File: src/rtl/can_nsr_pkg.sv
package can_nsr_pkg;
   localparam int NS_W = 2;

   typedef enum logic [NS_W-1:0] {
      NS_ACTIVE  = 2'b00,
      NS_WARN    = 2'b01,
      NS_PASSIVE = 2'b10,
      NS_BUSOFF  = 2'b11
   } node_state_e;

   // register bit positions that software decodes
   localparam int POS_TX   = 15;
   localparam int POS_RX   = 14;
   localparam int POS_FLAG = 10;
   localparam int POS_NS   = 8;

   // a step toward bus-off, or recovery from bus-off to error active
   function automatic logic ns_step_counts(input logic [NS_W-1:0] from_s,
                                           input logic [NS_W-1:0] to_s);
      return ((from_s == NS_ACTIVE)  && (to_s == NS_WARN))    ||
             ((from_s == NS_WARN)    && (to_s == NS_PASSIVE)) ||
             ((from_s == NS_PASSIVE) && (to_s == NS_BUSOFF))  ||
             ((from_s == NS_BUSOFF)  && (to_s == NS_ACTIVE));
   endfunction
endpackage

File: src/rtl/can_nsr_activity.sv
module can_nsr_activity #(
   parameter bit REG_ACTIVITY = 1'b1
) (
   input  logic clk,
   input  logic rst_n,
   input  logic msg_active,
   input  logic own_tx,
   input  logic errovl_active,
   input  logic halted,
   output logic tx_stat,
   output logic rx_stat
);
   logic bus_msg;
   logic tx_raw;

   always_comb begin
      bus_msg = msg_active & ~errovl_active & ~halted;
      tx_raw  = bus_msg & own_tx;
   end

   generate
      if (REG_ACTIVITY) begin : g_reg
         logic tx_q;
         logic rx_q;
         always_ff @(posedge clk or negedge rst_n) begin
            if (!rst_n) begin
               tx_q <= 1'b0;
               rx_q <= 1'b0;
            end else begin
               tx_q <= tx_raw;
               rx_q <= bus_msg;
            end
         end
         assign tx_stat = tx_q;
         assign rx_stat = rx_q;
      end else begin : g_comb
         assign tx_stat = tx_raw;
         assign rx_stat = bus_msg;
      end
   endgenerate
endmodule

File: src/rtl/can_nsr_trans.sv
module can_nsr_trans
   import can_nsr_pkg::*;
(
   input  logic            clk,
   input  logic            rst_n,
   input  logic [NS_W-1:0] node_state_i,
   input  logic            flag_clr,
   output logic [NS_W-1:0] ns_q,
   output logic            trans_flag
);
   logic step_hit;
   logic flag_d;

   always_comb begin
      step_hit = ns_step_counts(ns_q, node_state_i);
      // a new event beats a clear at the same edge
      flag_d   = step_hit | (trans_flag & ~flag_clr);
   end

   always_ff @(posedge clk or negedge rst_n) begin
      if (!rst_n) begin
         ns_q       <= NS_ACTIVE;
         trans_flag <= 1'b0;
      end else begin
         ns_q       <= node_state_i;
         trans_flag <= flag_d;
      end
   end
endmodule

File: src/rtl/can_nsr_regif.sv
module can_nsr_regif
   import can_nsr_pkg::*;
#(
   parameter int REG_W  = 16,
   parameter int IE_BIT = 0
) (
   input  logic             clk,
   input  logic             rst_n,
   input  logic             wr_en,
   input  logic [REG_W/8-1:0] wr_be,
   input  logic [REG_W-1:0] wr_data,
   input  logic             rd_rmw,
   input  logic             tx_stat,
   input  logic             rx_stat,
   input  logic [NS_W-1:0]  ns_q,
   input  logic             trans_flag,
   output logic             flag_clr,
   output logic             ie_q,
   output logic [REG_W-1:0] rd_data
);
   localparam int BYTE_W = 8;
   localparam int HI_BE  = 1;
   localparam int LO_BE  = 0;

   always_comb flag_clr = wr_en & wr_be[HI_BE] & ~wr_data[POS_FLAG];

   always_ff @(posedge clk or negedge rst_n) begin
      if (!rst_n)                      ie_q <= 1'b0;
      else if (wr_en && wr_be[LO_BE])  ie_q <= wr_data[IE_BIT];
   end

   always_comb begin
      rd_data                   = '0;
      rd_data[POS_TX]           = tx_stat;
      rd_data[POS_RX]           = rx_stat;
      rd_data[POS_FLAG]         = trans_flag | rd_rmw;
      rd_data[POS_NS +: NS_W]   = ns_q;
      rd_data[IE_BIT]           = ie_q;
   end

   generate
      if (IE_BIT < 0 || IE_BIT >= BYTE_W) begin : g_bad_ie
         $error("IE_BIT must lie in the lower byte");
      end
   endgenerate
endmodule

File: src/rtl/can_node_status.sv
module can_node_status
   import can_nsr_pkg::*;
#(
   parameter int REG_W        = 16,
   parameter int IE_BIT       = 0,
   parameter bit REG_ACTIVITY = 1'b1
) (
   input  logic             clk,
   input  logic             rst_n,
   input  logic             msg_active,
   input  logic             own_tx,
   input  logic             errovl_active,
   input  logic             halted,
   input  logic [1:0]       node_state_i,
   input  logic             wr_en,
   input  logic [1:0]       wr_be,
   input  logic [15:0]      wr_data,
   input  logic             rd_rmw,
   output logic [15:0]      rd_data,
   output logic             irq
);
   generate
      if (REG_W != 16) begin : g_bad_w
         $error("REG_W must be 16");
      end
   endgenerate

   logic            tx_stat;
   logic            rx_stat;
   logic [NS_W-1:0] ns_q;
   logic            trans_flag;
   logic            flag_clr;
   logic            ie_q;

   can_nsr_activity #(.REG_ACTIVITY(REG_ACTIVITY)) u_act (
      .clk(clk), .rst_n(rst_n), .msg_active(msg_active), .own_tx(own_tx),
      .errovl_active(errovl_active), .halted(halted),
      .tx_stat(tx_stat), .rx_stat(rx_stat)
   );

   can_nsr_trans u_trans (
      .clk(clk), .rst_n(rst_n), .node_state_i(node_state_i),
      .flag_clr(flag_clr), .ns_q(ns_q), .trans_flag(trans_flag)
   );

   can_nsr_regif #(.REG_W(REG_W), .IE_BIT(IE_BIT)) u_regif (
      .clk(clk), .rst_n(rst_n), .wr_en(wr_en), .wr_be(wr_be),
      .wr_data(wr_data), .rd_rmw(rd_rmw), .tx_stat(tx_stat),
      .rx_stat(rx_stat), .ns_q(ns_q), .trans_flag(trans_flag),
      .flag_clr(flag_clr), .ie_q(ie_q), .rd_data(rd_data)
   );

   always_comb irq = trans_flag & ie_q;
endmodule

File: config.mk
export PLATFORM = sky130hd
export DESIGN_NAME = can_node_status
export DESIGN_NICKNAME = d
export VERILOG_FILES = /design/src/rtl/can_nsr_pkg.sv /design/src/rtl/can_nsr_activity.sv /design/src/rtl/can_nsr_trans.sv /design/src/rtl/can_nsr_regif.sv /design/src/rtl/can_node_status.sv
export SDC_FILE = /design/constraint.sdc
export NUM_CORES = 1
export LEC_CHECK = 0
export BUFFER_PORTS_ARGS = -buffer_cell sky130_fd_sc_hd__buf_2
export CAP_MARGIN = 30
export CORE_AREA = 2 2 39 41
export CTS_BUF_LIST = sky130_fd_sc_hd__clkbuf_2 sky130_fd_sc_hd__clkbuf_4 sky130_fd_sc_hd__clkbuf_8
export CTS_CLUSTER_DIAMETER = 200
export DETAILED_ROUTE_END_ITERATION = 6
export DIE_AREA = 0 0 41 43
export HOLD_SLACK_MARGIN = 0.12
export PLACE_DENSITY = 0.68
export SKIP_CTS_REPAIR_TIMING = 1
export SLEW_MARGIN = 20
export SYNTH_ARGS = -nofsm -noshare
export SYNTH_HDL_FRONTEND = slang
export SYNTH_SLANG_ARGS = --single-unit
export TNS_END_PERCENT = 1
File: constraint.sdc
create_clock -name clk -period 2.15 [get_ports clk]
set_input_delay 0.43 -clock clk [delete_from_list [all_inputs] [get_ports clk]]
set_output_delay 0.43 -clock clk [all_outputs]
set_load 0.005 [all_outputs]
======== After elaboration in Yosys (flattened, before gate mapping) ========
Cells that the tools add are included.
word-level totals
  ROM bits ................................ 0
  input bits .............................. 28
  latch bits .............................. 0
  register bits ........................... 6
  output and inout bits ................... 17
  RAM bits ................................ 0
  memories kept ........................... 0
  word-level logic and storage cells ...... 34
cells by class
  shift-type cells ........................ 0
  divide/modulo/power cells ............... 0
  $lt $le $gt $ge ......................... 0
  reduce and logical (&&, ||, !) cells .... 10
  $add $sub $neg .......................... 0
  equality and inequality tests ........... 6
  multipliers ............................. 0
  multiplexer cells ....................... 0
  bitwise operators ....................... 13
operator list
  operator                                                          number
  2-bit == test (second input constant)                             4
  1-bit AND                                                         7
  1-bit logical AND                                                 5
  2-bit by 1-bit == test with 1-bit output (second input constant)  2
  2-bit logical NOT                                                 2
  1-bit NOT                                                         4
  1-bit logical OR                                                  3
  1-bit OR                                                          2

======== Logic depth before layout (Yosys ltp) ========
  word-level depth ........................ 6
  depth in mapped cells ................... 3
  mapped depth without buffers ............ 3

======== By module ========
A second synthesis with hierarchy kept.
unflattened totals
  cell total of the unflattened synthesis .. 35
  area total of the unflattened synthesis .. 359.1 um^2
modules (own cells, without submodules)
  module            instances  seq. area each (um^2)  area an instance (um^2)  cells an instance
  can_nsr_regif     1          25.0                   173.9                    22
  can_nsr_trans     1          75.1                   108.9                    8
  can_nsr_activity  1          50.0                   70.1                     4
  can_node_status   1          0.0                    6.3                      1

======== Worst setup path after synthesis ========
OpenSTA, ideal clock, no wires.
  path kind ............................... in2out
  start point ............................. input rd_rmw
  end point ............................... output rd_data[10]
  path slack .............................. 1.023 ns
  stages .................................. 1
  arrival time ............................ 0.697 ns
  buffers on the path ..................... 0
  cells stage by stage .................... or2_2
on the way
  cells in the longest elaborated chain, start to end .. 1
RTL lines
  what             line                   source
  start, declared  can_node_status.sv:18  input logic rd_rmw,
  1-bit OR         can_nsr_regif.sv:36    rd_data[POS_FLAG] = trans_flag | rd_rmw;
  end, declared    can_node_status.sv:19  output logic [15:0] rd_data,
No other way between the ends.

======== Worst setup path in the final report ========
  start point ............................. register u_trans.trans_flag
  end point ............................... output rd_data[10]
on the way
  cells in the longest elaborated chain, start to end .. 1
RTL lines
  what                    line                 source
  start, declared         can_nsr_trans.sv:9   output logic trans_flag
  start signal, assigned  can_nsr_trans.sv:26  trans_flag <= flag_d;
  1-bit OR                can_nsr_regif.sv:36
No other way between the ends.

==> flow_summary_export.csv <==
group,metric,value,unit
global_routing,met2_usage,0.106,
drt,drt-pass1-iter-count,2,
clocking,ctsHtreeMaxLevel,1,
sta,fin_ws,700,ps
synth,ys_warn_count,0,
worst_setup_path,r2r-end,"u_trans.trans_flag",
synth,ys_seq_elements,6,
global_routing,first_global_vias,206,
global_routing,grt_pass1_wl,779,um
synth,synth.distinct_cells,13,
die,die_x,41,um
global_routing,grt.total_usage,0.0759,
die,coreArea,1380,um^2
final_layout,regArea,150,um^2
global_routing,grt_use_met1,0.0561,
drt,drt-wirelength-per-cell,7.93,um
drt,avgViaCountPerCell,3.60,
pwr,p_per_area,648,nW/um^2
clocking,clk_pin_slew,50,ps
clocking,clock_latency,240,ps
sta,final_max_slew_viol_count,0,
clocking,clockRootBuffer,"clkbuf_4",
synth,synth_cells,32,
sta,final_hold_viol_count,0,
hold_path,hp-class,"primary input to flop",
hold_path,min_to,"u_trans.ns_q[0]",
final_layout,utilization,0.310,
sta,setup_viol,0,
worst_setup_path,cp-start-kind,"flop",
worst_setup_path,r2r_cells,3,
hold_path,worst_hold_startpoint,"node_state_i[0]",
placed_design,place_inst,64,
worst_setup_path,cp.arrival,1020,ps
die,placementRows,14,
worst_setup_path,required,1720,ps
final_layout,fin_area,429,um^2
worst_setup_path,crit_chain,"or2_2 -> buf_2",
final_layout,final_layout_size_suffix_gt1_frac,0.500,
sta,rsz0062_at_grt,"false",
sta,max_freq,690,MHz
worst_setup_path,cp-end-kind,"output pin",
drt,drcViolationCount,0,
outcome,status,"finished clean",
global_routing,busiest_layer,"met2",
pwr,max-vdd-ir-drop,331,uV
final_layout,diodes,0,
clocking,cts_buffers,3,
die,initial_utilization,0.246,
pwr,power.clock.fraction,0.361,
sta,timing.final.crit_share,0.674,
pwr,leakagePower,0.236,nW
global_routing,grt-ovfl-total,0,
die,ioPinCount,45,
pwr,p_comb_frac,0.182,
sta,fin_worst_skew,5.57,ps
final_layout,fillers,147,
synth,yosysSeqAreaShare,0.441,
global_routing,grt_max_degree,7,
pwr,p_int,0.214,mW
worst_setup_path,cpMaxStageDelayCell,"dfrtp_1",
die,die_y,43,um
job,maxCapViolCount,0,
pwr,p_seq_frac,0.458,
worst_setup_path,cp_num_buf_inv,1,
worst_setup_path,crit_type,"flop to output pin",
placed_design,port_buffers,20,
synth,syn_area,340,um^2
drt,via_count,245,
placed_design,placed_area,397,um^2
sta,min_period,1450,ps
worst_setup_path,r2r-start,"u_trans.ns_q[1]",
drt,routed_wl,539,um
final_layout,syn_to_final_growth,26.1,%
global_routing,grtUsageMet3,0.0785,
synth,syn_area_per_cell,10.6,um^2
worst_setup_path,crit_family,"flip-flops",
placed_design,dp_slack,821,ps
worst_setup_path,critPathMaxStageDelay,370,ps
placed_design,place_congestion,0.591,
die,die_area,1760,um^2
clocking,cts.sinks,6,
worst_setup_path,regToRegSetupSlack,1290,ps
hold_path,hold_depth,1,
final_layout,fin_nets,82,
sta,final.setup.tns,0,ps
drt,final_antenna_net_count,0,
final_layout,multi_input_area,126,um^2
clocking,cts_tree,"yes",
final_layout,fin_cells,68,
drt,initialDrtViolationCount,1,
clocking,cts_buffer_depth,2,
pwr,switchingPower,0.0638,mW
global_routing,antenna_found_initial,0,
pwr,switching_share,0.229,
worst_setup_path,cp_max_fo,3,
[registers in the layout, indices dropped and copies added, names as in the netlist]
signal              cells
u_act.tx_stat           1
u_regif.ie_q            1
u_trans.trans_flag      1
u_trans.ns_q            2
u_act.rx_stat           1
[cells by family after synthesis]
kind of cell    after synthesis  share of synthesized area
compound gates                2                     0.0368
xor+xnor                      1                     0.0257
buf+inv                      13                      0.287
flops                         6                      0.441
mux                           1                     0.0441
other cells                   1                     0.0110
simple gates                  8                      0.154
[layout make-up]
| class | count | share of cell area |
|---|---|---|
| Sequential cell | 6 | 0.350 |
| Multi-Input combinational cell | 22 | 0.294 |
| Timing Repair Buffer | 21 | 0.257 |
| Clock buffer | 3 | 0.0525 |
| Tap cell | 16 | 0.0466 |
[per-stage QoR]
stage / total power [mW] / hold WS, ps
after floorplan: 0.170 / 134
after global placement: 0.177 / 260
after detailed placement: 0.178 / 256
after CTS: 0.283 / -6.12
after global routing: 0.305 / 305
final: 0.278 / 320
[worst max-delay path by stage]
stage	cells after the start	startpoint	slack, ps	to
finish	2	u_trans.trans_flag	700	rd_data[10]
global route	2	u_trans.trans_flag	640	rd_data[10]
CTS	2	u_trans.trans_flag	690	rd_data[10]
detailed placement	3	rd_rmw	820	rd_data[10]
global placement	3	rd_rmw	820	rd_data[10]
floorplan	1	rd_rmw	1020	rd_data[10]
[layer usage]
layer	share of wire	vias to the layer above	wire length, um
li1	-	118	-
met1	0.36	106	194
met2	0.48	21	257
met3	0.16	0	87
met4	0	0	0
met5	0	-	0
[power groups by stage]
stage,Sequential (mW),Clock [mW],Combinational (mW)
after floorplan,0.128,0,0.0413
after global placement,0.129,0,0.0488
after global routing,0.129,0.117,0.0592
final,0.127,0.100,0.0505
after detailed placement,0.129,0,0.0492
after CTS,0.128,0.106,0.0499
[cell usage after synthesis]
library cell	count	share of area
o211ai_1	1	0.022
o21ai_0	1	0.015
nand3b_1	1	0.022
and2_1	2	0.037
nand2b_1	1	0.018
xnor2_1	1	0.026
conb_1	1	0.011
or2_2	1	0.018
mux2_4	1	0.044
buf_4	13	0.29
nor3b_2	1	0.037
nand2_1	2	0.022
dfrtp_1	6	0.44
[cells in the final DEF (no fill, tap or decap)]
| cell type | n |
|---|---|
| buf_2 | 20 |
| conb_1 | 10 |
| dfrtp_1 | 6 |
| clkbuf_4 | 3 |
| nand2_1 | 2 |
| and2_1 | 2 |
| xnor2_1 | 1 |
| nand2b_1 | 1 |
| nand3b_1 | 1 |
| o21ai_0 | 1 |
| o211ai_1 | 1 |
| or2_2 | 1 |
| mux2_4 | 1 |
| nor3b_2 | 1 |
| dlygate4sd3_1 | 1 |
Power figures use the tool's default switching activity.
